--- config.mk ---
export PLATFORM = sky130hd
export DESIGN_NAME = smul_csa_top
export DESIGN_NICKNAME = d
export VERILOG_FILES = /design/src/rtl/smul_pkg.sv /design/src/rtl/smul_ppgen.sv /design/src/rtl/smul_csa_level.sv /design/src/rtl/smul_merge.sv /design/src/rtl/smul_csa_top.sv
export SDC_FILE = /design/constraint.sdc
export NUM_CORES = 1
export LEC_CHECK = 0
export BUFFER_PORTS_ARGS = -buffer_cell sky130_fd_sc_hd__buf_2
export CAP_MARGIN = 10
export CORE_MARGIN = 3
export CORE_UTILIZATION = 60
export DETAILED_ROUTE_END_ITERATION = 12
export PLACE_DENSITY = 0.84
export RECOVER_POWER = 100
export SLEW_MARGIN = 10
export SYNTH_ARGS = -nofsm -noshare
export SYNTH_HDL_FRONTEND = slang
export SYNTH_SLANG_ARGS = --single-unit
--- constraint.sdc ---
create_clock -name clk -period 12 [get_ports clk]
set_input_delay 0 -clock clk [delete_from_list [all_inputs] [get_ports clk]]
set_output_delay 0 -clock clk [all_outputs]
set_load 0.005 [all_outputs]
--- src/rtl/smul_pkg.sv ---
package smul_pkg;

    // Which structure resolves the final sum and carry vectors
    typedef enum logic [0:0] {
        MERGE_RIPPLE = 1'b0,
        MERGE_PREFIX = 1'b1
    } merge_kind_e;

    // Generate / propagate pair used by the merge adder
    typedef struct packed {
        logic g;
        logic p;
    } gp_t;

    // Prefix combine: higher-order group absorbs lower-order group
    function automatic gp_t gp_dot(gp_t hi, gp_t lo);
        gp_t r;
        r.g = hi.g | (hi.p & lo.g);
        r.p = hi.p & lo.p;
        return r;
    endfunction

    // A partial-product bit is inverted when exactly one of its indices is the sign bit
    function automatic logic pp_flip(int unsigned i, int unsigned j, int unsigned n);
        return (i == n - 1) != (j == n - 1);
    endfunction

    // One full-adder column: sum and majority
    function automatic logic fa_sum(logic x, logic y, logic z);
        return x ^ y ^ z;
    endfunction

    function automatic logic fa_maj(logic x, logic y, logic z);
        return (x & y) | (x & z) | (y & z);
    endfunction

endpackage

--- src/rtl/smul_ppgen.sv ---
module smul_ppgen
    import smul_pkg::*;
#(
    parameter int N = 8,
    localparam int W = 2 * N
) (
    input  logic [N-1:0]        a_op,
    input  logic [N-1:0]        b_op,
    output logic [N-1:0][W-1:0] rows
);

    // Correction ones at weight 2^N and 2^(2N-1); both lie outside row 0's bits
    localparam logic [W-1:0] BIAS = (W'(1) << N) | (W'(1) << (W - 1));

    for (genvar j = 0; j < N; j++) begin : g_row
        logic [N-1:0] term;
        for (genvar i = 0; i < N; i++) begin : g_col
            if (pp_flip(i, j, N)) begin : g_inv
                assign term[i] = ~(a_op[i] & b_op[j]);
            end else begin : g_pos
                assign term[i] = a_op[i] & b_op[j];
            end
        end
        if (j == 0) begin : g_bias
            assign rows[j] = W'(term) | BIAS;
        end else begin : g_shift
            assign rows[j] = W'(term) << j;
        end
    end

endmodule

--- src/rtl/smul_csa_level.sv ---
module smul_csa_level
    import smul_pkg::*;
#(
    parameter int W = 16
) (
    input  logic [W-1:0] sum_in,
    input  logic [W-1:0] carry_in,
    input  logic [W-1:0] addend,
    output logic [W-1:0] sum_out,
    output logic [W-1:0] carry_out
);

    // Carry of column k is passed diagonally to column k+1 of the next level
    logic [W-2:0] maj;

    for (genvar k = 0; k < W; k++) begin : g_sum
        assign sum_out[k] = fa_sum(sum_in[k], carry_in[k], addend[k]);
    end

    for (genvar k = 0; k < W - 1; k++) begin : g_maj
        assign maj[k] = fa_maj(sum_in[k], carry_in[k], addend[k]);
    end

    assign carry_out = {maj, 1'b0};

endmodule

--- src/rtl/smul_merge.sv ---
module smul_merge
    import smul_pkg::*;
#(
    parameter int          W    = 16,
    parameter merge_kind_e KIND = MERGE_PREFIX
) (
    input  logic [W-1:0] x_vec,
    input  logic [W-1:0] y_vec,
    output logic [W-1:0] total
);

    logic [W-1:0] cy;

    if (KIND == MERGE_RIPPLE) begin : g_ripple
        always_comb begin
            cy[0] = 1'b0;
            for (int k = 1; k < W; k++) begin
                cy[k] = (x_vec[k-1] & y_vec[k-1]) |
                        ((x_vec[k-1] ^ y_vec[k-1]) & cy[k-1]);
            end
        end
    end else begin : g_prefix
        gp_t [W-1:0] cur;
        gp_t [W-1:0] nxt;
        always_comb begin
            for (int k = 0; k < W; k++) begin
                cur[k].g = x_vec[k] & y_vec[k];
                cur[k].p = x_vec[k] ^ y_vec[k];
            end
            nxt = cur;
            for (int s = 1; s < W; s = s * 2) begin
                nxt = cur;
                for (int k = s; k < W; k++) begin
                    nxt[k] = gp_dot(cur[k], cur[k-s]);
                end
                cur = nxt;
            end
            cy[0] = 1'b0;
            for (int k = 1; k < W; k++) begin
                cy[k] = cur[k-1].g;
            end
        end
    end

    assign total = x_vec ^ y_vec ^ cy;

endmodule

--- src/rtl/smul_csa_top.sv ---
module smul_csa_top
    import smul_pkg::*;
#(
    parameter int          N       = 8,
    parameter merge_kind_e MERGE   = MERGE_PREFIX,
    parameter bit          REG_OUT = 1'b1
) (
    input  logic             clk,
    input  logic             rst,
    input  logic [N-1:0]     mcand,
    input  logic [N-1:0]     mplier,
    output logic [2*N-1:0]   product
);

    localparam int W = 2 * N;

    typedef struct packed {
        logic [W-1:0] sum;
        logic [W-1:0] carry;
    } csv_t;

    logic [N-1:0][W-1:0] pp_rows;
    csv_t [N-1:0]        stage;
    logic [W-1:0]        merged;

    smul_ppgen #(.N(N)) u_ppgen (
        .a_op (mcand),
        .b_op (mplier),
        .rows (pp_rows)
    );

    assign stage[0].sum   = pp_rows[0];
    assign stage[0].carry = '0;

    for (genvar j = 1; j < N; j++) begin : g_level
        smul_csa_level #(.W(W)) u_level (
            .sum_in    (stage[j-1].sum),
            .carry_in  (stage[j-1].carry),
            .addend    (pp_rows[j]),
            .sum_out   (stage[j].sum),
            .carry_out (stage[j].carry)
        );
    end

    smul_merge #(.W(W), .KIND(MERGE)) u_merge (
        .x_vec (stage[N-1].sum),
        .y_vec (stage[N-1].carry),
        .total (merged)
    );

    if (REG_OUT) begin : g_oreg
        always_ff @(posedge clk) begin
            if (rst) begin
                product <= '0;
            end else begin
                product <= merged;
            end
        end
    end else begin : g_ocomb
        assign product = merged;
    end

endmodule

==> run_summary.xml <==
<?xml version="1.0" encoding="UTF-8"?>
<metrics>
  <group name="placement">
    <metric name="place_ws" unit="ps">6820</metric>
    <metric name="dp_hpwl" unit="mm">3.31</metric>
    <metric name="place.gp.congestion" unit="">0.821</metric>
    <metric name="placement.io_buffers" unit="">33</metric>
    <metric name="place_area" unit="mm²">0.00243</metric>
    <metric name="placed_cells_incl_taps" unit="">316</metric>
  </group>
  <group name="sta">
    <metric name="report.final.hold_viol_count" unit="">0</metric>
    <metric name="setup_viol" unit="">0</metric>
    <metric name="final.setup.worst_slack" unit="ps">7010</metric>
    <metric name="fin_crit_sh" unit="%">41.6</metric>
    <metric name="slew-limit-headroom" unit="%">47.2</metric>
    <metric name="finalMaxSlewViolations" unit="">0</metric>
    <metric name="fin_setup_tns" unit="ps">0</metric>
    <metric name="max_freq" unit="MHz">200</metric>
    <metric name="tightest_slew" unit="ps">793</metric>
    <metric name="clock_period_minus_final_worst_setup_slack" unit="ps">4990</metric>
    <metric name="rsz_0062_raised_after_global_routing" unit="">no</metric>
  </group>
  <group name="cts">
    <metric name="hold_buffers" unit="">0</metric>
    <metric name="tritoncts_clock_tree" unit="">yes</metric>
    <metric name="numCtsBuffers" unit="">3</metric>
    <metric name="cts_resized" unit="">0</metric>
    <metric name="ctsHtreeMaxLevel" unit="">1</metric>
    <metric name="number_of_buffers_inserted_by_post_cts_setup_repair" unit="">0</metric>
    <metric name="clkTransAtPathRegs" unit="ps">60</metric>
    <metric name="cts.sinks" unit="">16</metric>
    <metric name="root_buffer" unit="">sky130_fd_sc_hd__clkbuf_8</metric>
    <metric name="clockBufferDepth" unit="">2</metric>
  </group>
  <group name="logic_synthesis">
    <metric name="synth-seq-cells" unit="">16</metric>
    <metric name="synth_async_sr_flop_share" unit="%">0</metric>
    <metric name="synthTopCellsByArea" unit="">sky130_fd_sc_hd__fa_1 (39%), sky130_fd_sc_hd__dfxtp_1 (14%), sky130_fd_sc_hd__ha_1 (11%)</metric>
    <metric name="total_nets_after_synthesis" unit="">320</metric>
    <metric name="syn_inst" unit="">239</metric>
    <metric name="synth_warnings" unit="">0</metric>
    <metric name="yosys.cell_types.count" unit="">27</metric>
    <metric name="synth.top_cell.area_share" unit="%">38.8</metric>
    <metric name="area_of_the_mapped_netlist" unit="mm²">0.00222</metric>
    <metric name="register_area_share_after_synthesis" unit="%">14.4</metric>
    <metric name="ys_dominant_reg_cell" unit="">sky130_fd_sc_hd__dfxtp_1</metric>
    <metric name="synthMostInstantiatedCell" unit="">sky130_fd_sc_hd__inv_1</metric>
    <metric name="mean_cell_area_of_the_mapped_netlist" unit="µm²">9.28</metric>
    <metric name="yosysTopAreaCell" unit="">sky130_fd_sc_hd__fa_1</metric>
    <metric name="synth_enable_flop_cells" unit="">0</metric>
    <metric name="synthTopCellsByCount" unit="">sky130_fd_sc_hd__inv_1 (49), sky130_fd_sc_hd__fa_1 (43), sky130_fd_sc_hd__nand2_1 (39), sky130_fd_sc_hd__and2_1 (26), sky130_fd_sc_hd__ha_1 (20)</metric>
  </group>
  <group name="worst_setup_path">
    <metric name="endpoint" unit="">product[14]</metric>
    <metric name="worst_setup_path_startpoint" unit="">mplier[0]</metric>
    <metric name="worstSetupEndpointType" unit="">register</metric>
    <metric name="worst_ep_required_time" unit="ps">12100</metric>
    <metric name="timing.critical_path.arrival" unit="ps">5080</metric>
    <metric name="crit_path_start_kind" unit="">input port</metric>
    <metric name="worst-path-max-fanout" unit="">8</metric>
    <metric name="critPathKind" unit="">in -&gt; reg</metric>
  </group>
  <group name="floorplanning">
    <metric name="floorplan.die_area" unit="mm²">0.00446</metric>
    <metric name="initial_core_util" unit="%">64.4</metric>
    <metric name="die_w" unit="µm">66.8</metric>
    <metric name="die_height" unit="µm">66.8</metric>
    <metric name="rows" unit="">21</metric>
    <metric name="core_area" unit="mm²">0.00344</metric>
    <metric name="io_pins" unit="">34</metric>
  </group>
  <group name="drt">
    <metric name="detail_route.wl_per_cell" unit="µm">12.1</metric>
    <metric name="route.vias.total" unit="">1672</metric>
    <metric name="vias_per_cell" unit="">5.23</metric>
    <metric name="route.antenna.remaining_nets" unit="">0</metric>
    <metric name="drt_pre_antenna_iters" unit="">4</metric>
    <metric name="aggregate_routed_wire_length" unit="mm">3.87</metric>
    <metric name="drc_errors_left" unit="">0</metric>
    <metric name="detail_route.iter0.violations" unit="">51</metric>
  </group>
  <group name="grt">
    <metric name="largest_net_degree_at_the_start_of_global_routing" unit="">21</metric>
    <metric name="gr-usage-all-layers" unit="%">20.5</metric>
    <metric name="number_of_antenna_violations_at_the_first_check_in_global_routing" unit="">0</metric>
    <metric name="grt_remaining_overflow" unit="">0</metric>
    <metric name="grt_pass1_vias" unit="">1730</metric>
    <metric name="grt_pass1_wl" unit="mm">7.00</metric>
  </group>
  <group name="power_and_ir_drop">
    <metric name="p_total" unit="µW">504</metric>
    <metric name="power_per_cell_area" unit="mW/mm²">204</metric>
    <metric name="irDropWorstVdd" unit="V">0.000151</metric>
    <metric name="static_leakage" unit="nW">1.21</metric>
  </group>
  <group name="final_layout">
    <metric name="seqCellArea" unit="µm²">320</metric>
    <metric name="insertedDiodeCount" unit="">0</metric>
    <metric name="multiInputGateArea" unit="mm²">0.00170</metric>
    <metric name="largest_reg_flops" unit="">16</metric>
    <metric name="instances_no_fill" unit="">320</metric>
    <metric name="synth_to_final_area_change" unit="%">11.4</metric>
    <metric name="design.final.nets" unit="">356</metric>
    <metric name="filler_cell_count" unit="">269</metric>
    <metric name="largest_registers" unit="">product x16</metric>
    <metric name="reg_with_most_ffs" unit="">product</metric>
    <metric name="post_route_cells_drive_above_1_share" unit="%">12.0</metric>
    <metric name="layout.cell_area.non_filler" unit="mm²">0.00247</metric>
  </group>
  <group name="run">
    <metric name="cap_viol_max_count" unit="">0</metric>
  </group>
  <group name="outcome">
    <metric name="run_status" unit="">finished, final reports clean</metric>
  </group>
  <group name="min_path">
    <metric name="holdCritPathClass" unit="">in -&gt; reg</metric>
  </group>
</metrics>
-- per-layer routing --
metal,up-vias,wire length [µm],track usage (%)
met5,-,0,0
met4,0,74,7.11
met3,6,137,1.85
met2,32,2080,39.6
met1,839,1580,23.0
li1,795,-,-
-- cell families after synthesis --
group,after synthesis,synth area share [%]
simple gates,93,21.1
fa+ha+maj,63,50.1
buf+inv,51,8.63
flops,16,14.4
compound gates,15,5.24
mux,1,0.508
-- layout by cell type (no fill, tap or decap) --
cell type and instances:
sky130_fd_sc_hd__nor2_1 9, sky130_fd_sc_hd__a41oi_1 1, sky130_fd_sc_hd__o31a_2 1, sky130_fd_sc_hd__ha_1 20, sky130_fd_sc_hd__a21o_1 2, sky130_fd_sc_hd__a211oi_1 2
sky130_fd_sc_hd__nand2_1 39, sky130_fd_sc_hd__nor3_1 5, sky130_fd_sc_hd__fa_1 43, sky130_fd_sc_hd__buf_2 23, sky130_fd_sc_hd__o211ai_2 1, sky130_fd_sc_hd__o21a_1 2
sky130_fd_sc_hd__or4_4 1, sky130_fd_sc_hd__nand2b_1 1, sky130_fd_sc_hd__and2_0 2, sky130_fd_sc_hd__dfxtp_1 16, sky130_fd_sc_hd__inv_1 49, sky130_fd_sc_hd__o211a_1 1
sky130_fd_sc_hd__nor3b_1 2, sky130_fd_sc_hd__nor2_2 1, sky130_fd_sc_hd__a21oi_1 2, sky130_fd_sc_hd__clkbuf_8 4, sky130_fd_sc_hd__and2_1 24, sky130_fd_sc_hd__o21ai_0 3
sky130_fd_sc_hd__or3b_2 1, sky130_fd_sc_hd__mux2_2 1, sky130_fd_sc_hd__nor4b_1 1, sky130_fd_sc_hd__nor2b_1 7, sky130_fd_sc_hd__clkbuf_1 10
-- critical path, cell delays in order --
cell and delay [ps]:
sky130_fd_sc_hd__clkbuf_1 230, sky130_fd_sc_hd__nand2_1 100, sky130_fd_sc_hd__ha_1 290, sky130_fd_sc_hd__inv_1 50, sky130_fd_sc_hd__fa_1 400, sky130_fd_sc_hd__inv_1 80
sky130_fd_sc_hd__fa_1 450, sky130_fd_sc_hd__fa_1 520, sky130_fd_sc_hd__fa_1 540, sky130_fd_sc_hd__inv_1 50, sky130_fd_sc_hd__fa_1 510, sky130_fd_sc_hd__fa_1 510
sky130_fd_sc_hd__inv_1 80, sky130_fd_sc_hd__ha_1 200, sky130_fd_sc_hd__inv_1 70, sky130_fd_sc_hd__fa_1 390, sky130_fd_sc_hd__nor2b_1 220, sky130_fd_sc_hd__o31a_2 170
sky130_fd_sc_hd__o21ai_0 70, sky130_fd_sc_hd__nor3b_1 150
-- cell type report --
cell class	count	area share (%)
tap	46	2.33
inverter	49	7.44
sequential	16	13.0
timing repair buffer	33	6.18
clock buffer	4	2.23
multi-input combinational	172	68.9
-- per-stage QoR --
stage / util (%) / hold slack (ps)
2_1_floorplan: - / 114
3_3_place_gp: 70.7 / 290
3_5_place_dp: 70.7 / 297
4_1_cts: 72.3 / 36.7
5_1_grt: 71.8 / 76.2
6_report: 71.8 / 45.4
-- power breakdown --
| group | total, mW | switching, mW | internal [mW] |
|---|---|---|---|
| combinational | 0.381 | 0.210 | 0.172 |
| clock | 0.0462 | 0.0171 | 0.0291 |
| sequential | 0.0766 | 0.00344 | 0.0732 |
-- worst min-delay path by stage --
| stage | start | to | slack, ps | cells past startpoint |
|---|---|---|---|---|
| 4_1_cts | mplier[0] | product[0] | 40 | 3 |
| 3_5_place_dp | mplier[0] | product[0] | 300 | 3 |
| 6_report | mcand[0] | product[0] | 50 | 3 |
| 3_3_place_gp | mplier[0] | product[0] | 290 | 3 |
| 5_1_grt | mcand[0] | product[0] | 80 | 3 |
| 2_1_floorplan | mcand[0] | product[0] | 110 | 2 |
Power figures use the tool's default switching activity.
